File: config.mk
export PLATFORM = sky130hd
export DESIGN_NAME = store_coalescer
export DESIGN_NICKNAME = d
export VERILOG_FILES = /design/src/rtl/stc_pkg.sv /design/src/rtl/stc_accum.sv /design/src/rtl/stc_flush_rules.sv /design/src/rtl/stc_issue.sv /design/src/rtl/store_coalescer.sv
export SDC_FILE = /design/constraint.sdc
export NUM_CORES = 1
export LEC_CHECK = 0
export CELL_PAD_IN_SITES_DETAIL_PLACEMENT = 1
export CELL_PAD_IN_SITES_GLOBAL_PLACEMENT = 2
export CORE_MARGIN = 2
export CORE_UTILIZATION = 36
export DETAILED_ROUTE_END_ITERATION = 8
export DONT_BUFFER_PORTS = 1
export PLACE_DENSITY_LB_ADDON = 0.08
export SYNTH_ARGS = -nofsm -noshare
export SYNTH_HDL_FRONTEND = slang
export SYNTH_SLANG_ARGS = --single-unit
export TNS_END_PERCENT = 30
File: constraint.sdc
create_clock -name clk -period 4.6 [get_ports clk]
set_input_delay 0.92 -clock clk [delete_from_list [all_inputs] [get_ports clk]]
set_output_delay 0.92 -clock clk [all_outputs]
set_load 0.01 [all_outputs]
File: src/rtl/stc_pkg.sv
package stc_pkg;
  localparam logic [2:0] ACC_NORMAL  = 3'd0;
  localparam logic [2:0] ACC_STREAM  = 3'd1;
  localparam logic [2:0] ACC_UNPRIV  = 3'd2;
  localparam logic [2:0] ACC_ORDERED = 3'd3;
  localparam logic [2:0] ACC_ATOMIC  = 3'd4;

  typedef enum logic [1:0] {
    WK_PLAIN    = 2'd0,
    WK_RELEASE  = 2'd1,
    WK_EXCL     = 2'd2,
    WK_EXCL_REL = 2'd3
  } wkind_e;

  typedef enum logic {
    IS_IDLE = 1'b0,
    IS_BUSY = 1'b1
  } issue_e;
endpackage

File: src/rtl/stc_accum.sv
module stc_accum
  import stc_pkg::*;
#(
  parameter int AW        = 64,
  parameter int MAX_BYTES = 16,
  localparam int DW    = MAX_BYTES * 8,
  localparam int LOGB  = $clog2(MAX_BYTES),
  localparam int CODEW = $clog2(LOGB + 1),
  localparam int CNTW  = $clog2(MAX_BYTES + 1)
) (
  input  logic             clk,
  input  logic             rst_n,
  input  logic             take,
  input  logic             clear,
  input  logic [AW-1:0]    in_addr,
  input  logic [CODEW-1:0] in_code,
  input  logic [DW-1:0]    in_data,
  input  logic [2:0]       in_kind,
  input  logic             in_excl,
  output logic             in_bad,
  output logic [AW-1:0]    q_addr,
  output logic [CNTW-1:0]  q_cnt,
  output logic [DW-1:0]    q_data,
  output logic [2:0]       q_kind,
  output logic             q_excl
);
  localparam logic [CNTW:0] ONE_B = (CNTW + 1)'(1);
  localparam logic [CNTW:0] CAP   = (CNTW + 1)'(MAX_BYTES);

  logic [CNTW:0] in_bytes;
  logic [CNTW:0] total;
  logic          code_ok, kind_ok, attr_ok, adj_ok, fit_ok, empty;
  logic [DW-1:0] lane_data;
  logic [DW-1:0] merged;

  always_comb begin
    code_ok  = (int'(in_code) <= LOGB);
    in_bytes = code_ok ? (ONE_B << in_code) : '0;
    empty    = (q_cnt == '0);
    total    = {1'b0, q_cnt} + in_bytes;
    fit_ok   = (total <= CAP);
    kind_ok  = (in_kind <= ACC_ATOMIC);
    attr_ok  = empty || ((in_kind == q_kind) && (in_excl == q_excl));
    adj_ok   = empty || (in_addr == (q_addr + AW'(q_cnt)));
    in_bad   = !(code_ok && kind_ok && attr_ok && adj_ok && fit_ok);
  end

  // keep only the bytes the size code covers
  for (genvar b = 0; b < MAX_BYTES; b++) begin : g_lane
    assign lane_data[b*8 +: 8] = (in_bytes > (CNTW + 1)'(b)) ? in_data[b*8 +: 8] : 8'h00;
  end

  // new bytes go directly above the held ones
  assign merged = q_data | (lane_data << {q_cnt, 3'b000});

  always_ff @(posedge clk) begin
    if (!rst_n) begin
      q_addr <= '0;
      q_cnt  <= '0;
      q_data <= '0;
      q_kind <= ACC_NORMAL;
      q_excl <= 1'b0;
    end else if (clear) begin
      q_cnt  <= '0;
      q_data <= '0;
    end else if (take && !in_bad) begin
      if (empty) begin
        q_addr <= in_addr;
        q_kind <= in_kind;
        q_excl <= in_excl;
      end
      q_cnt  <= total[CNTW-1:0];
      q_data <= merged;
    end
  end
endmodule

File: src/rtl/stc_flush_rules.sv
module stc_flush_rules
  import stc_pkg::*;
#(
  parameter int MAX_BYTES = 16,
  localparam int LOGB  = $clog2(MAX_BYTES),
  localparam int CODEW = $clog2(LOGB + 1),
  localparam int CNTW  = $clog2(MAX_BYTES + 1)
) (
  input  logic [CNTW-1:0]  q_cnt,
  input  logic [2:0]       q_kind,
  input  logic             q_excl,
  input  logic             req_excl,
  output logic             ok,
  output wkind_e           wkind,
  output logic [CODEW-1:0] size_code
);
  logic pow2, kind_legal;

  always_comb begin
    pow2 = (q_cnt != '0) && ((q_cnt & (q_cnt - CNTW'(1))) == '0);
    if (req_excl) kind_legal = (q_kind == ACC_ATOMIC) || (q_kind == ACC_ORDERED);
    else          kind_legal = q_kind inside {ACC_NORMAL, ACC_STREAM, ACC_UNPRIV, ACC_ORDERED};
    ok = pow2 && (q_excl == req_excl) && kind_legal;

    if (q_excl) wkind = (q_kind == ACC_ORDERED) ? WK_EXCL_REL : WK_EXCL;
    else        wkind = (q_kind == ACC_ORDERED) ? WK_RELEASE  : WK_PLAIN;

    size_code = '0;
    for (int i = 0; i <= LOGB; i++) begin
      if (q_cnt == CNTW'(1 << i)) size_code = CODEW'(i);
    end
  end
endmodule

File: src/rtl/stc_issue.sv
module stc_issue
  import stc_pkg::*;
(
  input  logic clk,
  input  logic rst_n,
  input  logic launch,
  input  logic mem_ready,
  input  logic mem_pass,
  input  logic is_excl,
  output logic busy,
  output logic done,
  output logic xres_valid,
  output logic xres_pass
);
  issue_e state;

  assign busy = (state == IS_BUSY);
  assign done = busy && mem_ready;

  always_ff @(posedge clk) begin
    if (!rst_n) begin
      state      <= IS_IDLE;
      xres_valid <= 1'b0;
      xres_pass  <= 1'b0;
    end else begin
      case (state)
        IS_IDLE: if (launch) state <= IS_BUSY;
        IS_BUSY: if (mem_ready) state <= IS_IDLE;
        default: state <= IS_IDLE;
      endcase
      xres_valid <= done && is_excl;
      xres_pass  <= done && is_excl && mem_pass;
    end
  end
endmodule

File: src/rtl/store_coalescer.sv
module store_coalescer
  import stc_pkg::*;
#(
  parameter int AW        = 64,
  parameter int MAX_BYTES = 16,
  localparam int DW    = MAX_BYTES * 8,
  localparam int LOGB  = $clog2(MAX_BYTES),
  localparam int CODEW = $clog2(LOGB + 1)
) (
  input  logic             clk,
  input  logic             rst_n,
  input  logic             st_valid,
  output logic             st_ready,
  input  logic [AW-1:0]    st_addr,
  input  logic [CODEW-1:0] st_size,
  input  logic [DW-1:0]    st_data,
  input  logic [2:0]       st_kind,
  input  logic             st_excl,
  input  logic             fl_valid,
  output logic             fl_ready,
  input  logic             fl_excl,
  output logic             mem_valid,
  input  logic             mem_ready,
  output logic [AW-1:0]    mem_addr,
  output logic [CODEW-1:0] mem_size,
  output logic [DW-1:0]    mem_data,
  output logic [1:0]       mem_wkind,
  input  logic             mem_pass,
  output logic             xres_valid,
  output logic             xres_pass,
  output logic             err
);
  localparam int CNTW = $clog2(MAX_BYTES + 1);

  logic            busy, done, st_take, fl_take, st_bad, fl_ok;
  logic [CNTW-1:0] q_cnt;
  logic [2:0]      q_kind;
  logic            q_excl;
  wkind_e          wk;

  assign fl_ready = !busy;
  assign st_ready = !busy && !fl_valid;
  assign st_take  = st_valid && st_ready;
  assign fl_take  = fl_valid && fl_ready;

  stc_accum #(.AW(AW), .MAX_BYTES(MAX_BYTES)) u_accum (
    .clk(clk), .rst_n(rst_n), .take(st_take), .clear(done),
    .in_addr(st_addr), .in_code(st_size), .in_data(st_data),
    .in_kind(st_kind), .in_excl(st_excl), .in_bad(st_bad),
    .q_addr(mem_addr), .q_cnt(q_cnt), .q_data(mem_data),
    .q_kind(q_kind), .q_excl(q_excl)
  );

  stc_flush_rules #(.MAX_BYTES(MAX_BYTES)) u_rules (
    .q_cnt(q_cnt), .q_kind(q_kind), .q_excl(q_excl), .req_excl(fl_excl),
    .ok(fl_ok), .wkind(wk), .size_code(mem_size)
  );

  stc_issue u_issue (
    .clk(clk), .rst_n(rst_n), .launch(fl_take && fl_ok),
    .mem_ready(mem_ready), .mem_pass(mem_pass), .is_excl(q_excl),
    .busy(busy), .done(done), .xres_valid(xres_valid), .xres_pass(xres_pass)
  );

  assign mem_valid = busy;
  assign mem_wkind = wk;

  always_ff @(posedge clk) begin
    if (!rst_n) err <= 1'b0;
    else if ((st_take && st_bad) || (fl_take && !fl_ok)) err <= 1'b1;
  end
endmodule

==> summary.md, run 1 <==
| Metric | Value |
|---|---|
| Outcome | `complete, no violations` |
| Clock Pin Slew Worst Setup and Hold Paths | `60 ps` |
| RSZ-0062 raised after global routing | `no` |
| Netlist area before placement | `14600 um2` |
| H-tree Lvls | `1` |
| PortBufs | `0` |
| Final min period | `roughly 4300 ps` |
| Pre-antenna DRT Iters | `5` |
| Starting Density | `36.6%` |
| Setup TNS | `0 ps` |
| Clock Root Buffer | `clkbuf_16` |
| Min-Delay Path Class | `reg -> reg` |
| CP bufs+invs | `2` |
| Max IR drop VDD | `0.000243 V` |
| CTS buffer count | `25` |
| Total track usage | `30.7%` |
| I/O pin cnt | `between 400 and 500` |
| Die span in x | `205 um` |
| Critical-path cell list | `ha_1 -> fa_1 -> a21oi_1 -> o22ai_2 -> buf_4 -> nand4_1 -> xor2_1 -> nor2_1 -> or4_1 -> or4_1 -> or3_1 -> o31a_1 -> buf_12 -> o31ai_1` |
| Clk_skew | `10.9 ps` |
| Total congestion overflow | `0` |
| Mean Syn Cell Area | `7.54 um2` |
| Vias in the first global route | `between 10000 and 15000` |
| Asr flop ratio synth | `0%` |
| Final cycle utilization of the critical path | `93.6%` |
| Worst skew pair latency | `between 500 and 600 ps` |
| Number of antenna-violating nets in the routed design | `0` |
| Synth Area in XOR/XNOR | `under 10%` |
| Top Metal Used | `met5` |
| Max-cap violation count | `0` |
| Peak Freq | `232 MHz` |
| Post-synth EDFFs | `0` |
| Final WL | `67.4 mm` |
| Critical Path Slowest Stage Cell | `or4_1` |
| Number of fill cells | `4822` |
| Clk buf depth | `3` |
| WL/cell | `27.9 um` |
| Post-synthesis simple-gate area fraction | `between 20% and 30%` |
| Final Hold Viols | `0` |
| Die Y-Extent | `a little over 200 um` |
| Max-slew violations | `0` |
| DP Wirelength | `52.9 mm` |
| CTS tree | `done` |
| # DRC | `0` |
| Routed vias | `14700` |
| WL met2 | `between 20 and 30 mm` |
| CP delay by family, top | `simple AND/OR/NAND/NOR gates` |
| Share of the yosys chip area belonging to registers | `28.1%` |
| Post-synth cell types | `70` |
| WP data required | `5050 ps` |
| Syn_nets | `between 2000 and 2500` |
| Most frequent CP cell | `or4_1` |
| Worst rel slew slack | `23.3%` |
| Mux share of post-synthesis cell area | `12.3%` |
| First-pass GRT wire length | `96.8 mm` |
| Top_reg_cell synth | `dfxtp_1` |
| Largest family of logic cells by synthesized area | `compound AO/OA/AOI/OAI gates` |
| Slowest stage delay, CP | `slightly below 600 ps` |
| Final Util | `around 41%` |
| Static Leak | `~5.8 nW` |
| Pwr/cell area | `about 300 nW/um2` |
| Routed length on met3 | `6.68 mm` |
| FF+latch count, synth | `205` |
| Routability Congestion | `0.939` |
| Layout cells sized above 1 | `11.0%` |
| Cts hold-fix bufs | `0` |
| Rows | `73` |
| CTS sink count | `205` |
| Worst EP arrival | `4750 ps` |
| Placed inst area | `about 15000 um2` |
| Adder-Cell Fraction of Synth Area | `about 1.1%` |
| Vias per inst | `6.10` |
| Post-route cell area | `around 16000 um2` |
| Largest net degree at the start of global routing | `88` |
| Die area | `42100 um2` |
| Layout Area Growth over Synthesis | `11.2%` |
| Critical path capture point type | `flip-flop` |
| Critical path startpoint category | `flip-flop` |
| Seq. cell area | `4120 um2` |
| Worst setup path class | `reg -> reg` |
| Slew @ Worst Pin | `1150 ps` |
| Area of the multi-input gates | `9740 um2` |
| DR iter-0 viols | `1320` |
| Setup violators final | `0` |
| Initial antenna violation count | `2` |
| Setup Fix Bufs, Post-CTS | `0` |
| Routed met1 length | `30.9 mm` |
| Layout Nets | `2090` |
| Placeable Area | `39800 um2` |
| Synth Area in Compound Gates | `between 20% and 30%` |
| Resized Gates After CTS | `0` |
| Syn. warnings | `0` |
| Worst Hold Slack | `491 ps` |
| Mapped Cells | `1934` |
| Critical path peak fanout | `32` |
## kinds of logic (layout without fill, tap and decap cells)
| family | Yosys count | count (layout) |
|---|---|---|
| other | 0 | 1 |
| multiplexers | 175 | 175 |
| AND/OR/NAND/NOR | 714 | 714 |
| buffers and inverters | 192 | 148 |
| AO/OA/AOI/OAI | 539 | 539 |
| flip-flops | 205 | 205 |
| adder cells (fa/ha/maj) | 12 | 12 |
| XOR/XNOR | 97 | 97 |
## layout make-up
class	count	area share, %
clock inverter	15	1.30
sequential	205	25.4
inverter	20	0.471
antenna	1	0.0154
multi-input combinational	1537	60.1
tap	525	4.05
clock buffer	30	4.35
timing repair buffer	83	4.31
## final timing paths
path              cells after the start                  to  slack, ps                from
setup / recovery                     14  u_accum.q_data[33]        290   u_accum.q_addr[0]
setup reg to reg                     14  u_accum.q_data[33]        290   u_accum.q_addr[0]
hold reg to reg                       2  u_accum.q_data[43]        490  u_accum.q_data[43]
hold / removal                        2  u_accum.q_data[43]        490  u_accum.q_data[43]
## placed cells by master (no fill, tap or decap), types with 21 or more instances in the layout
master     count
xor2_1        39
a21oi_1       70
nor2_1       155
o22ai_1       37
nand4_1       29
nand3_1       98
mux2i_1      143
o21ai_0      157
a32o_1        48
nand2_1      291
dfxtp_1      201
xnor2_1       58
a31oi_1       21
nor3_1        40
a211oi_1      30
clkbuf_16     26
buf_4         77
mux2_2        32
o31ai_1       57
## flip-flops by register name, indices dropped and copies added, names as in the netlist
register            count
u_accum.q_cnt           5
u_issue.busy            1
u_accum.q_data        128
u_issue.xres_valid      1
u_issue.xres_pass       1
u_accum.q_addr         64
err                     1
u_accum.q_kind          3
u_accum.q_excl          1
## per-stage QoR
step	total power, mW	setup slack (ps)	instances
final	4.76	293	2416
after global routing	4.94	43.0	2416
after CTS	4.79	268	2415
after detailed placement	2.60	291	2370
after global placement	2.60	357	2370
after floorplan	2.35	422	1934
## where the power goes
part | total [mW] | switching (mW) | internal, mW
clock | 2.18 | 0.813 | 1.37
combinational | 0.702 | 0.470 | 0.232
sequential | 1.87 | 0.0629 | 1.81
total | 4.76 | 1.35 | 3.41
## synthesized netlist by cell type, types with 19 or more instances
library cell  count  area (um2)
buf_1            19        71.3
mux2i_1         143        1430
a21oi_1          70         350
o21ai_0         157         786
mux2_2           32         360
nand3_1          98         490
nor2_1          157         589
xnor2_1          58         508
xor2_1           39         342
a211oi_1         30         225
o31ai_1          57         428
nor3_1           41         205
nand4_1          29         181
a32o_1           48         480
clkbuf_1        135         507
a31oi_1          21         131
o22ai_1          37         231
nand2_1         292        1100
dfxtp_1         205        4100
## routing by layer
layer / up-vias / GRT usage (%)
li1: 6938 / -
met1: 7185 / 43.8
met2: 534 / 43.5
met3: 90 / 9.77
met4: 2 / 9.40
met5: - / 0
## tightest hold or removal path, cell delays in order (launching register included)
cell and delay [ps]:
dfxtp_1 340, nand2_1 60, o21ai_1 50
No activity file was read; power rests on OpenSTA's default activity.
==> run 2: changes to the inputs <==
ABC_AREA = 1   (was default)
BUFFER_PORTS_ARGS = -buffer_cell sky130_fd_sc_hd__buf_2   (was default)
CORE_UTILIZATION = 27   (was 36)
DONT_BUFFER_PORTS = default   (was 1)
GPL_TIMING_DRIVEN = 1   (was default)
==> summary.md, run 2 <==
| Metric | Value |
|---|---|
| Outcome | `complete, no violations` |
| WL/cell | `24.3 um (-13%)` |
| Clock Pin Slew Worst Setup and Hold Paths | `60 ps (about the same)` |
| Worst Hold Slack | `445 ps (-45.9 ps)` |
| Mapped Cells | `2915 (+51%)` |
| HP Start | `u_accum.q_data[75]` |
| Cells on Worst Hold Path | `2 (unchanged)` |
| Critical path capture point type | `flip-flop` |
| Placed inst area | `19700 um2 (+29%)` |
| Starting Density | `27.1% (-9.5 points)` |
| Commonest cells in the netlist | `nand2_1 (715), inv_1 (407), nor2_1 (308)` |
| Final Hold Viols | `0 (unchanged)` |
| Pre-antenna DRT Iters | `5 (unchanged)` |
| Logic gate share of total power | `31.0% (+16 points)` |
| Clock Root Buffer | `clkbuf_16` |
| Max-slew violations | `0 (unchanged)` |
| PortBufs | `408 (+408)` |
| Syn. warnings | `0 (unchanged)` |
| Max IR drop VDD | `0.000217 V (-11%)` |
| Critical-path cell list | `ha_1 -> fa_1 -> nand2_1 -> nand2_2 -> nand3_1 -> nand2_2 -> nand2_1 -> nor2_2 -> nand2_1 -> nand2_1 -> nand2_1 -> a21oi_1 -> nand2_1 -> nor2_1 -> nand2_1 -> nor2_1 -> nand2_1 -> nand2_4 -> buf_12 -> nand3_1 -> a21oi_1` |
| WP data required | `5090 ps (+40 ps)` |
| Slowest stage delay, CP | `380 ps (-200 ps)` |
| Sw Ratio | `38.1% (+9.9 points)` |
| Die span in x | `252 um (+23%)` |
| Post-synth top area cell | `dfxtp_1` |
| Vias in the first global route | `21200 (+47%)` |
| Commonest non-fill, non-tap cell in the layout | `nand2_1` |
| Path depth of the worst reg2reg path | `21 (+7)` |
| Final cycle utilization of the critical path | `85.8% (-7.8 points)` |
| CTS buffer count | `27 (+8.0%)` |
| First-pass GRT wire length | `143 mm (+47%)` |
| Post-synth cell types | `50 (-29%)` |
| Max reg flops | `128 (unchanged)` |
| Slew @ Worst Pin | `1060 ps (-93.9 ps)` |
| Critical path startpoint category | `flip-flop` |
| Post-synth EDFFs | `0 (unchanged)` |
| Worst rel slew slack | `29.5% (+6.3 points)` |
| Worst R2R End | `u_accum.q_data[79]` |
| Initial antenna violation count | `0 (-2)` |
| Layout Area Growth over Synthesis | `23.6%` |
| P_int | `3.68 mW (+7.8%)` |
| Setup TNS | `0 ps (unchanged)` |
| Proportion of power drawn by flip-flops and latches | `32.4% (-7.0 points)` |
| Min-Delay Path Class | `reg -> reg` |
| Resized Gates After CTS | `0 (unchanged)` |
| Most flop-heavy register | `u_accum.q_data` |
| Worst EP arrival | `4440 ps (-310 ps)` |
| R2r startpoint | `u_accum.q_addr[0]` |
| Placeable Area | `61400 um2 (+54%)` |
| Layout Nets | `3476 (+66%)` |
| FF+latch count, synth | `205 (unchanged)` |
| Most frequent CP cell | `nand2_1` |
| Worst setup path class | `reg -> reg` |
| Post-synth top area share | `24.6% (-3.5 points)` |
| Share of the yosys chip area belonging to registers | `24.6% (-3.5 points)` |
| R2R setup slack | `650 ps (+360 ps)` |
| Routed vias | `21000 (+42%)` |
| Largest cells by area after synthesis | `dfxtp_1 (25%), nand2_1 (16%), inv_1 (9.2%)` |
| Sw Pwr | `2.27 mW (+69%)` |
| Number of antenna-violating nets in the routed design | `0 (unchanged)` |
| Worst skew pair latency | `580 ps (+40 ps)` |
| CTS sink count | `205 (unchanged)` |
| Peak Freq | `253 MHz (+9.1%)` |
| Total congestion overflow | `0 (unchanged)` |
| Clk buf depth | `3 (unchanged)` |
| Number of fill cells | `8242 (+71%)` |
| CP bufs+invs | `1 (-1)` |
| CTS tree | `done` |
| Clock share of power | `36.5% (-9.4 points)` |
| Critical path peak fanout | `47 (+47%)` |
| Min setup slack post-route | `654 ps (+361 ps)` |
| RSZ-0062 raised after global routing | `no` |
| Final WL | `98.7 mm (+46%)` |
| H-tree Lvls | `1 (unchanged)` |
| Post-route cell area | `20600 um2 (+27%)` |
| Vias per inst | `5.16 (-15%)` |
| CP delay by family, top | `simple AND/OR/NAND/NOR gates` |
| Routability Congestion | `1.00 (+6.6%)` |
| Die Y-Extent | `252 um (+23%)` |
| Hold path endpoint | `u_accum.q_data[75]` |
| Max-cap violation count | `0 (unchanged)` |
| Critical Path Slowest Stage Cell | `nor2_2` |
| Pwr/cell area | `289 nW/um2 (-1.5%)` |
| Layout cells sized above 1 | `18.8% (+7.8 points)` |
| Syn_nets | `3133 (+46%)` |
| Final min period | `3950 ps (-361 ps)` |
| Total power | `5.95 mW (+25%)` |
| Static Leak | `9.44 nW (+64%)` |
| Setup Fix Bufs, Post-CTS | `0 (unchanged)` |
| Asr flop ratio synth | `0% (unchanged)` |
| Top_reg_cell synth | `dfxtp_1` |
| Most frequent cells in the layout | `nand2_1 (714), buf_2 (408), inv_1 (407)` |
| Cts hold-fix bufs | `0 (unchanged)` |
| Placed cell count | `4019 (+70%)` |
| Mean Syn Cell Area | `5.71 um2 (-24%)` |
| Post-Layout Cell Count | `4068 (+68%)` |
| Rows | `91 (+25%)` |
| Worst slack at placement | `175 ps (-115 ps)` |
| Die area | `63700 um2 (+51%)` |
| DP Wirelength | `80.2 mm (+52%)` |
| Clk_skew | `30.4 ps (+19.5 ps)` |
| Netlist area before placement | `16700 um2 (+14%)` |
| # DRC | `0 (unchanged)` |
| Final Util | `33.5% (-7.2 points)` |
| Largest net degree at the start of global routing | `130 (+48%)` |
| Setup violators final | `0 (unchanged)` |
| Biggest regs | `u_accum.q_data: 128 flops, u_accum.q_addr: 64 flops, u_accum.q_cnt: 5 flops` |
| I/O pin cnt | `409 (unchanged)` |
| DR iter-0 viols | `1500 (+14%)` |
| Most common cell in the netlist | `nand2_1` |
| Total track usage | `30.1% (-0.55 points)` |
==> run 2: changes by cell type in the layout (fill, tap and decap cells not counted), sizes merged, moves of 48 or more <==
| cell | previous run | this run |
|---|---|---|
| inv | 19 | 414 |
| o21ai | 173 | 260 |
| o31ai | 71 | 0 |
| nand3 | 98 | 294 |
| a21oi | 70 | 250 |
| nor2 | 158 | 326 |
| buf | 83 | 490 |
| nand2 | 293 | 727 |
| mux2i | 143 | 8 |
| a32o | 48 | 0 |
==> run 2: final cells by class <==
class / count / area (um2) / area share [%]
multi-input combinational: 2119 / 10200 / 49.8
sequential: 205 / 4110 / 20.0
timing repair buffer: 490 / 2780 / 13.5
inverter: 415 / 1560 / 7.57
tap: 790 / 988 / 4.80
clock buffer: 39 / 781 / 3.79
clock inverter: 9 / 114 / 0.553
antenna: 1 / 2.50 / 0.0122
==> run 2: worst max-delay path by stage <==
stage | startpoint | to | slack, ps | cells after the start
2_1_floorplan | st_size[0] | u_accum.q_data[10] | 1170 | 19
3_3_place_gp | st_size[0] | u_accum.q_data[90] | 300 | 22
3_5_place_dp | st_size[0] | u_accum.q_data[79] | 180 | 21
4_1_cts | u_accum.q_addr[0] | u_accum.q_data[79] | 530 | 21
5_1_grt | u_accum.q_addr[0] | u_accum.q_data[31] | 240 | 20
6_report | u_accum.q_addr[0] | u_accum.q_data[79] | 650 | 21
==> run 2: worst register-to-register path, stage by stage (launching register included) <==
cell and delay (ps):
dfxtp_1 360, ha_1 290, fa_1 250, nand2_1 110
nand2_2 140, nand3_1 120, nand2_2 170, nand2_1 140
nor2_2 380, nand2_1 100, nand2_1 100, nand2_1 50
a21oi_1 110, nand2_1 90, nor2_1 130, nand2_1 60
nor2_1 320, nand2_1 180, nand2_4 210, buf_12 280
nand3_1 130, a21oi_1 190
==> run 2: power by group through the flow <==
stage / logic (mW) / registers, mW / clock network [mW]
after floorplan: 0.965 / 1.97 / 0
after global placement: 1.83 / 1.97 / 0
after detailed placement: 1.83 / 1.97 / 0
after CTS: 1.84 / 1.93 / 2.24
after global routing: 1.98 / 1.94 / 2.32
final: 1.85 / 1.93 / 2.17
==> run 2: kinds of logic (layout without fill, tap and decap cells) <==
group / count (synthesis) / after routing / synth area share, %
AND/OR/NAND/NOR: 1426 / 1426 / 36.7
AO/OA/AOI/OAI: 642 / 642 / 21.4
buffers and inverters: 591 / 953 / 14.1
flip-flops: 205 / 205 / 24.6
XOR/XNOR: 31 / 31 / 1.80
adder cells (fa/ha/maj): 12 / 12 / 0.992
multiplexers: 8 / 8 / 0.481
other: 0 / 1 / 0
==> run 2: metal layers <==
layer / share of wire, % / GRT usage, % / up-vias
li1: - / - / 10100
met1: 43 / 38.2 / 10200
met2: 50 / 53.8 / 594
met3: 4.4 / 2.77 / 95
met4: 3.1 / 9.37 / 0
met5: 0 / 0 / -
